### src/rtl/pmul_pkg.sv
package pmul_pkg;

    localparam int DATA_W = 64;
    localparam int OPC_W  = 9;
    localparam int LANES  = 4;
    localparam int BYTE_W = 8;
    localparam int COEF_W = 16;
    localparam int PROD_W = BYTE_W + COEF_W + 1;
    localparam int RES_W  = COEF_W;
    localparam int DBL_LANES = LANES / 2;
    localparam int DBL_SHIFT = 7;
    localparam int HALF_W = DATA_W / 2;

    localparam logic [OPC_W-1:0] OPC_PER_LANE  = 9'h031;
    localparam logic [OPC_W-1:0] OPC_SHARED_HI = 9'h033;
    localparam logic [OPC_W-1:0] OPC_SHARED_LO = 9'h035;
    localparam logic [OPC_W-1:0] OPC_HI_BYTES  = 9'h036;
    localparam logic [OPC_W-1:0] OPC_LO_BYTES  = 9'h037;
    localparam logic [OPC_W-1:0] OPC_DBL_HI    = 9'h038;
    localparam logic [OPC_W-1:0] OPC_DBL_LO    = 9'h039;

    typedef enum logic [1:0] {
        BSEL_PACKED  = 2'd0,
        BSEL_HI_HALF = 2'd1,
        BSEL_LO_HALF = 2'd2
    } byte_sel_e;

    typedef enum logic [1:0] {
        CSEL_PER_LANE = 2'd0,
        CSEL_SHARE_HI = 2'd1,
        CSEL_SHARE_LO = 2'd2
    } coef_sel_e;

    typedef struct packed {
        logic      known;
        byte_sel_e bsel;
        coef_sel_e csel;
        logic      dbl;
    } op_ctl_t;

    typedef logic [LANES-1:0][BYTE_W-1:0] lane_bytes_t;
    typedef logic [LANES-1:0][COEF_W-1:0] lane_coefs_t;
    typedef logic [LANES-1:0][RES_W-1:0]  lane_res_t;

    function automatic op_ctl_t decode_op(input logic [OPC_W-1:0] opc);
        op_ctl_t c;
        c = '{known: 1'b1, bsel: BSEL_PACKED, csel: CSEL_PER_LANE, dbl: 1'b0};
        case (opc)
            OPC_PER_LANE:  ;
            OPC_SHARED_HI: c.csel = CSEL_SHARE_HI;
            OPC_SHARED_LO: c.csel = CSEL_SHARE_LO;
            OPC_HI_BYTES:  c.bsel = BSEL_HI_HALF;
            OPC_LO_BYTES:  c.bsel = BSEL_LO_HALF;
            OPC_DBL_HI: begin
                c.bsel = BSEL_HI_HALF;
                c.dbl  = 1'b1;
            end
            OPC_DBL_LO: begin
                c.bsel = BSEL_LO_HALF;
                c.dbl  = 1'b1;
            end
            default: c.known = 1'b0;
        endcase
        return c;
    endfunction

    function automatic logic [RES_W-1:0] round_mid(input logic [PROD_W-1:0] p);
        return p[BYTE_W +: RES_W] + {{(RES_W-1){1'b0}}, p[BYTE_W-1]};
    endfunction

endpackage

### src/rtl/pmul_operand_sel.sv
module pmul_operand_sel
    import pmul_pkg::*;
(
    input  op_ctl_t           ctl,
    input  logic [DATA_W-1:0] src_a,
    input  logic [DATA_W-1:0] src_b,
    output lane_bytes_t       bytes,
    output lane_coefs_t       coefs
);
    localparam int LANE_W = DATA_W / LANES;

    for (genvar i = 0; i < LANES; i++) begin : g_lane
        always_comb begin
            case (ctl.bsel)
                BSEL_HI_HALF: bytes[i] = src_a[LANE_W*i + BYTE_W +: BYTE_W];
                BSEL_LO_HALF: bytes[i] = src_a[LANE_W*i +: BYTE_W];
                default:      bytes[i] = src_a[BYTE_W*i +: BYTE_W];
            endcase
            case (ctl.csel)
                CSEL_SHARE_HI: coefs[i] = src_b[COEF_W +: COEF_W];
                CSEL_SHARE_LO: coefs[i] = src_b[0 +: COEF_W];
                default:       coefs[i] = src_b[LANE_W*i +: COEF_W];
            endcase
        end
    end
endmodule

### src/rtl/pmul_lane.sv
module pmul_lane
    import pmul_pkg::*;
(
    input  logic [BYTE_W-1:0] mcand,
    input  logic [COEF_W-1:0] coef,
    output logic [RES_W-1:0]  rounded
);
    logic signed [PROD_W-1:0] ext_byte;
    logic signed [PROD_W-1:0] ext_coef;
    logic signed [PROD_W-1:0] prod;

    always_comb begin
        ext_byte = $signed({{(PROD_W-BYTE_W){1'b0}}, mcand});
        ext_coef = $signed({{(PROD_W-COEF_W){coef[COEF_W-1]}}, coef});
        prod     = ext_byte * ext_coef;
        rounded  = round_mid(prod);
    end
endmodule

### src/rtl/pmul_pack.sv
module pmul_pack
    import pmul_pkg::*;
(
    input  op_ctl_t           ctl,
    input  lane_res_t         lanes,
    output logic [DATA_W-1:0] packed_res
);
    always_comb begin
        packed_res = '0;
        if (ctl.known) begin
            if (ctl.dbl) begin
                for (int i = 0; i < DBL_LANES; i++)
                    packed_res[HALF_W*i + DBL_SHIFT +: RES_W] = lanes[i];
            end else begin
                for (int i = 0; i < LANES; i++)
                    packed_res[RES_W*i +: RES_W] = lanes[i];
            end
        end
    end
endmodule

### src/rtl/pmul8x16.sv
module pmul8x16
    import pmul_pkg::*;
(
    input  logic              clk,
    input  logic              rst,
    input  logic              in_valid,
    input  logic [OPC_W-1:0]  opcode,
    input  logic [DATA_W-1:0] src_a,
    input  logic [DATA_W-1:0] src_b,
    output logic              out_valid,
    output logic [DATA_W-1:0] result,
    output logic              bad_op
);
    op_ctl_t           ctl;
    lane_bytes_t       bytes;
    lane_coefs_t       coefs;
    lane_res_t         lane_out;
    logic [DATA_W-1:0] packed_res;

    assign ctl = decode_op(opcode);

    pmul_operand_sel u_sel (
        .ctl   (ctl),
        .src_a (src_a),
        .src_b (src_b),
        .bytes (bytes),
        .coefs (coefs)
    );

    for (genvar i = 0; i < LANES; i++) begin : g_mul
        pmul_lane u_lane (
            .mcand   (bytes[i]),
            .coef    (coefs[i]),
            .rounded (lane_out[i])
        );
    end

    pmul_pack u_pack (
        .ctl        (ctl),
        .lanes      (lane_out),
        .packed_res (packed_res)
    );

    always_ff @(posedge clk) begin
        if (rst) begin
            out_valid <= 1'b0;
            result    <= '0;
            bad_op    <= 1'b0;
        end else begin
            out_valid <= in_valid;
            if (in_valid) begin
                result <= packed_res;
                bad_op <= ~ctl.known;
            end
        end
    end
endmodule

### config.mk
export PLATFORM = sky130hd
export DESIGN_NAME = pmul8x16
export DESIGN_NICKNAME = d
export VERILOG_FILES = /design/src/rtl/pmul_pkg.sv /design/src/rtl/pmul_operand_sel.sv /design/src/rtl/pmul_lane.sv /design/src/rtl/pmul_pack.sv /design/src/rtl/pmul8x16.sv
export SDC_FILE = /design/constraint.sdc
export NUM_CORES = 2
export LEC_CHECK = 0
export ABC_AREA = 1
export BUFFER_PORTS_ARGS = -buffer_cell sky130_fd_sc_hd__buf_2
export CORE_MARGIN = 2
export CORE_UTILIZATION = 35
export DETAILED_ROUTE_END_ITERATION = 16
export PLACE_DENSITY = 0.59
export REMOVE_ABC_BUFFERS = 1
export SKIP_CTS_REPAIR_TIMING = 1
export SLEW_MARGIN = 40
export SYNTH_ARGS = -nofsm -noshare
export SYNTH_HDL_FRONTEND = slang
export SYNTH_SLANG_ARGS = --single-unit
### constraint.sdc
create_clock -name clk -period 6.2 [get_ports clk]
set_input_delay 0.31 -clock clk [delete_from_list [all_inputs] [get_ports clk]]
set_output_delay 0.31 -clock clk [all_outputs]
set_load 0.01 [all_outputs]
=== Word-level counts from Yosys, hierarchy flattened ===
Cells that the tools add are included.

* Multiply operators: 4
* Multiplexer cells: 18
* $add $sub $neg: 4
* Bitwise gates (word level): 1
* Reduce and logical (&&, ||, !) cells: 4
* Equal/unequal tests: 11

{| class="wikitable"
|+ Operators with widths
! cell !! number
|-
| multiplier 9 x 16 -> 24 bit || 4
|-
| 2-to-1 mux 16 bit || 5
|-
| adder 16 x 1 -> 16 bit || 4
|-
| 2-to-1 mux 64 bit || 1
|-
| case mux 16 bit (2 select lines) || 2
|-
| == test 9 x 6 -> 1 bit (second input constant) || 7
|-
| case mux 8 bit (2 select lines) || 3
|-
| 2-to-1 mux 9 bit || 1
|-
| 2-to-1 mux 8 bit || 1
|-
| case mux 2 bit (2 select lines) || 2
|-
| 2-to-1 mux 7 bit || 1
|-
| OR reduction 7 bit || 1
|-
| OR reduction 2 bit || 3
|-
| == test 2 x 1 -> 1 bit (second input constant) || 2
|-
| == test 2 bit (second input constant) || 2
|-
| 2-to-1 mux 1 bit || 2
|-
| inverter 1 bit || 1
|}

* Output and inout bits: 66
* Register bits after elaboration: 66
* Word-level logic and storage cells: 45

=== Depth between registers and ports, before layout ===
* Depth in word-level cells: 9
* Mapped depth: 45
* Depth with buffers taken out: 42

=== By module ===
From an unflattened synthesis, not the netlist that was laid out.

* Cells, all modules: 4058
* Area, all modules: 26548.0 um^2

{| class="wikitable"
|+ Modules (own cells, without submodules)
! module !! cells an instance !! instances !! sequential area each (um^2) !! area each (um^2)
|-
| pmul_lane (g_mul[1].u_lane) || 798 || 1 || 0.0 || 5408.9
|-
| pmul_lane (g_mul[0].u_lane) || 798 || 1 || 0.0 || 5377.7
|-
| pmul_lane (g_mul[3].u_lane) || 770 || 1 || 0.0 || 5305.1
|-
| pmul_lane (g_mul[2].u_lane) || 752 || 1 || 0.0 || 5182.5
|-
| pmul8x16 || 321 || 1 || 1321.3 || 2657.5
|-
| pmul_operand_sel || 395 || 1 || 0.0 || 1661.6
|-
| pmul_pack || 224 || 1 || 0.0 || 954.7
|}

=== Worst setup path before layout ===
OpenSTA, ideal clock, no wires.

* Kind: input port to flip-flop
* From: input port opcode[7]
* To: register result[20]
* Arrival: 6707 ps
* Stages: 36
* Library setup time: 132 ps
* Path buffers: 4
* Setup slack: -639 ps
* Path through: nor2_1 -> and3_1 -> inv_1 -> nor2_1 -> inv_1 -> nor4_1 -> a21oi_1 -> nor2_1 -> ha_1 -> buf_6 -> clkbuf_1 -> buf_1 -> nand2_1 -> o21ai_1 -> clkbuf_1 -> nand2_1 -> fa_1 -> inv_1 -> fa_1 -> fa_1 -> inv_1 -> fa_1 -> inv_1 -> ha_1 -> a21oi_1 -> o21ai_0 -> a21oi_1 -> nand2_1 -> a21oi_1 -> inv_1 -> nand2_1 -> nand3_1 -> nor2_1 -> nand3_1 -> nand3_1 -> a21oi_1

* Cells in the longest elaborated chain, start to end: 9

{| class="wikitable"
|+ RTL lines
! item !! line !! text
|-
| start: declaration || pmul8x16.sv:7 || <nowiki>input logic [OPC_W-1:0] opcode,</nowiki>
|-
| == test 9 x 6 -> 1 bit || pmul_pkg.sv:48 || <nowiki>case (opc)</nowiki>
|-
| OR reduction 2 bit (no source line) || - ||
|-
| case mux 2 bit (2 select lines) || pmul_pkg.sv:48 ||
|-
| == test 2 bit / == test 2 x 1 -> 1 bit (equally long branches) || pmul_operand_sel.sv:14 || <nowiki>case (ctl.bsel)</nowiki>
|-
| case mux 8 bit (2 select lines) / 2-to-1 mux 8 bit (equally long branches) || pmul_operand_sel.sv:14 ||
|-
| multiplier 9 x 16 -> 24 bit || pmul_lane.sv:15 || <nowiki>prod = ext_byte * ext_coef;</nowiki>
|-
| adder 16 x 1 -> 16 bit || pmul_pkg.sv:68 || <nowiki>return p[BYTE_W +: RES_W] + {{(RES_W-1){1'b0}}, p[BYTE_W-1]};</nowiki>
|-
| 2-to-1 mux 16 bit || pmul_pack.sv:11 || <nowiki>if (ctl.dbl) begin</nowiki>
|-
| 2-to-1 mux 64 bit * || pmul_pack.sv:10 || <nowiki>if (ctl.known) begin</nowiki>
|-
| end signal: assignment || pmul8x16.sv:52 || <nowiki>result <= packed_res;</nowiki>
|-
| end: declaration || pmul8x16.sv:11 || <nowiki>output logic [DATA_W-1:0] result,</nowiki>
|}

Mark *: on every way between the ends. The rest lies on a longest branch, timed or not.
A chain may end at the register's enable or synchronous reset.

=== Worst setup path after layout ===
* From: input port opcode[6]
* To: register result[60]

* Cells in the longest elaborated chain, start to end: 9

{| class="wikitable"
|+ RTL lines
! item !! line
|-
| == test 9 x 6 -> 1 bit || pmul_pkg.sv:48
|-
| OR reduction 2 bit (no source line) || -
|-
| case mux 2 bit (2 select lines) || pmul_pkg.sv:48
|-
| == test 2 bit / == test 2 x 1 -> 1 bit (equally long branches) || pmul_operand_sel.sv:14
|-
| case mux 8 bit (2 select lines) || pmul_operand_sel.sv:14
|-
| multiplier 9 x 16 -> 24 bit || pmul_lane.sv:15
|-
| adder 16 x 1 -> 16 bit || pmul_pkg.sv:68
|-
| 2-to-1 mux 9 bit || pmul_pack.sv:11
|-
| 2-to-1 mux 64 bit * || pmul_pack.sv:10
|}

Marked as above.

==> key figures <==
Status
  • Status: finished, violations left
  • Failing checks: negative setup slack

STA
  • Slew headroom: between 40 and 50%
  • Highest Clock Rate: 147 MHz
  • Final Hold Fails: 0
  • Fin. max-slew vios: 0
  • Period Utilization, post-route: 110%
  • Worst-Margin Slew: 0.804 ns
  • # setup viols final: between 50 and 60
  • Final WS setup: -0.614 ns
  • Setup TNS: -22.88 ns
  • RSZ-0062 raised after global routing: yes
  • Clock Skews: 0 ns
  • Final min period: roughly 6.8 ns

Setup path
  • Slowest stage cell on the critical path: fa_1
  • Reg-to-Reg End: result[44]$_SDFFE_PP0P_
  • Crit. path cell count: 41
  • Worst stage delay on the critical path: between 0.5 and 0.6 ns
  • Crit path kind: in -> reg
  • Signal arrival time at the worst endpoint: about 7 ns
  • CP most frequent cell: inv_2
  • Crit path max-delay family: adder cells
  • Maximum fanout along the worst path: 6
  • Worst Setup EP: result[60]$_SDFFE_PP0P_
  • Worst R2R Path Depth: 4
  • Worst reg-to-reg setup slack: roughly 5.2 ns
  • Worst path required time: ~6.4 ns
  • Reg-to-reg critical path startpoint: result[44]$_SDFFE_PP0P_
  • Crit end category: register
  • CP Buf/Inv Count: 12
  • Worst setup SP type: primary input
  • Crit path launch: opcode[6]

Floorplan
  • Die width: roughly 260 um
  • Top-Level Pins: around 210
  • Die H: around 260 um
  • Core Area: between 60000 and 70000 sq um
  • Die area: between 60000 and 70000 sq um
  • Initial Util: 35.3%
  • Core Rows: 95

Clocking
  • Worst-Skew Late Latency: approximately 0.35 ns
  • Htree depth: 3
  • CTS tree: built
  • Cts bufs inserted: 9
  • Clock buffer depth: 2
  • Clk pin slew, worst setup/hold paths: around 0.060 ns
  • Clk root buf: clkbuf_16
  • CTS sink cnt: between 60 and 70

Synth
  • Post-synthesis sequential area ratio: roughly 5.6%
  • Synthesized area: between 20000 and 25000 sq um
  • Post-synthesis async set-or-reset flop share: 0%
  • Post-synth EDFFs: 0
  • Mean Syn Cell Area: slightly above 7 sq um
  • Synth Flop Type: dfxtp_1
  • Unique masters post-synth: 56
  • Yosys Warn Count: 0
  • Cells after synthesis: between 3k and 4k
  • Synth Register Bits: between 60 and 70

Power and ir drop
  • Static Leak: roughly 18 nW
  • Peak supply drop: roughly 0.40 mV
  • Power Dens Cells: 635 nW/um^2

Detailed routing
  • Starting DRC count in detailed routing: 1711
  • Via count: about 25k
  • Drt drc: 0
  • First-pass DRT Iterations: 6
  • Final ANT Viol Nets: 0
  • Mean routed wirelength per cell: ~17 um
  • WL final: just under 90000 um
  • Via-per-instance ratio: approximately 4.8

Placed design
  • Post-detail-place hpwl: between 70000 and 80000 um
  • RD Place Congestion: 0.986
  • Dpl ws: -1.36 ns
  • I/O Buffers: 205

GRT
  • First-pass GRT wire length: around 130000 um
  • Largest net degree at the start of global routing: between 60 and 70
  • GRT Total Usage: 23.9%
  • Initial antenna violation count: 3
  • Vias in the first global route: between 20k and 25k
  • GR Overflow Total: 0

Final layout
  • Area grow syn2layout: 46.9%
  • Layout Utilization: about 52%
  • Final net count: 4993
  • Layout cell share with drive strength beyond 1: about 37%

Min path
  • Hold WC Path Type: in -> reg

Flow run
  • Max cap viols: 0
-- worst min path at each step --
stage	startpoint	slack, ns	depth (start not counted)	endpoint
final	in_valid	0.34	3	bad_op$_SDFFE_PP0P_
after global routing	in_valid	0.34	3	bad_op$_SDFFE_PP0P_
after CTS	in_valid	0.33	3	bad_op$_SDFFE_PP0P_
after detailed placement	result[56]$_SDFFE_PP0P_	0.45	2	result[56]$_SDFFE_PP0P_
after global placement	result[56]$_SDFFE_PP0P_	0.45	2	result[56]$_SDFFE_PP0P_
after floorplan	rst	0.38	1	result[0]$_SDFFE_PP0P_
-- cells in the mapped netlist, types with 9 or more instances --
master	instances	area share, %
xnor2_1	29	1.1
nand2_1	730	12
nand3_2	9	0.38
fa_1	396	33
nand2_2	27	0.71
o21ai_1	30	0.63
nand3b_1	14	0.44
o21ai_0	86	1.8
nor4_1	10	0.26
a221o_1	18	0.76
nand4_1	28	0.74
ha_1	185	9.8
nor2_1	395	6.3
dfxtp_1	66	5.6
inv_2	13	0.21
clkbuf_1	57	0.90
inv_1	775	12
nor2_2	13	0.34
xor2_1	27	1.0
a21oi_1	158	3.3
nor2_4	9	0.43
nand3_1	149	3.1
nor3_1	23	0.49
or2_2	11	0.29
-- metrics by stage --
| step | instance area, sq um | hold WS (ns) | std cells | total power, mW |
|---|---|---|---|---|
| finish | 34800 | 0.336 | 5153 | 22.1 |
| global placement | 31000 | 0.453 | 5052 | 16.9 |
| global route | 34800 | 0.342 | 5150 | 24.2 |
| CTS | 31400 | 0.328 | 5068 | 17.7 |
| floorplan | 23400 | 0.379 | 3287 | 9.56 |
| detailed placement | 31000 | 0.453 | 5052 | 16.9 |
-- layer usage --
metal / vias up / track usage [%] / part of all wire (%)
met5: - / 0 / 0.015
met4: 2 / 5.34 / 2.6
met3: 108 / 4.68 / 7.8
met2: 713 / 38.5 / 45
met1: 12000 / 33.2 / 45
li1: 12000 / - / -
-- cells in the final DEF (no fill, tap or decap), types with 14 or more instances in the layout --
cell        n
nand2_2   103
o21ai_1    46
buf_12     35
nand3b_1   14
a221o_1    16
buf_6      33
nand2_4    33
inv_2      62
xor2_1     21
nand4_1    28
nand3_1   117
buf_4     691
buf_2     205
ha_1      124
nor2_2     47
o21ai_2    34
nand3_2    31
a21oi_2    50
a21oi_1   104
nor2_4     41
nor2_1    329
nand2_1   626
o21ai_0    35
dfxtp_1    66
xnor2_1    27
ha_4       53
fa_1      383
inv_1     715
-- power by group --
group / switching (mW) / total, mW / internal [mW] / leakage (nW)
clock network: 0.216 / 0.662 / 0.446 / 0.183
logic: 11.1 / 21.0 / 9.88 / 17.3
registers: 0.00726 / 0.439 / 0.432 / 0.532
-- registers in the layout (all words and copies together) (netlist names) --
signal     count
bad_op         1
result        64
out_valid      1
-- cells by family (layout without fill, tap and decap cells) --
kind of cell,Yosys count,count (layout),share of synthesized area (%)
AND/OR/NAND/NOR,1440,1441,25.9
buffers and inverters,862,1779,13.9
adder cells (fa/ha/maj),581,581,43.3
AO/OA/AOI/OAI,341,341,8.24
XOR/XNOR,69,69,3.11
flip-flops,66,66,5.58
other,0,3,0
-- cell type report --
class	instances	area [sq um]
Antenna cell	3	7.51
Clock buffer	10	239
Clock inverter	6	138
Fill cell	6511	32300
Inverter	790	3010
Multi-Input combinational cell	2432	21500
Sequential cell	66	1320
Tap cell	873	1090
Timing Repair Buffer	972	7450
Timing Repair inverter	1	7.51
-- worst min-delay path: cells and delay by family --
| kind | cells | cell delay [ns] |
|---|---|---|
| buffers and inverters | 1 | 0.16 |
| and+or+nand+nor | 2 | 0.17 |
(Power assumes the default switching activity.)
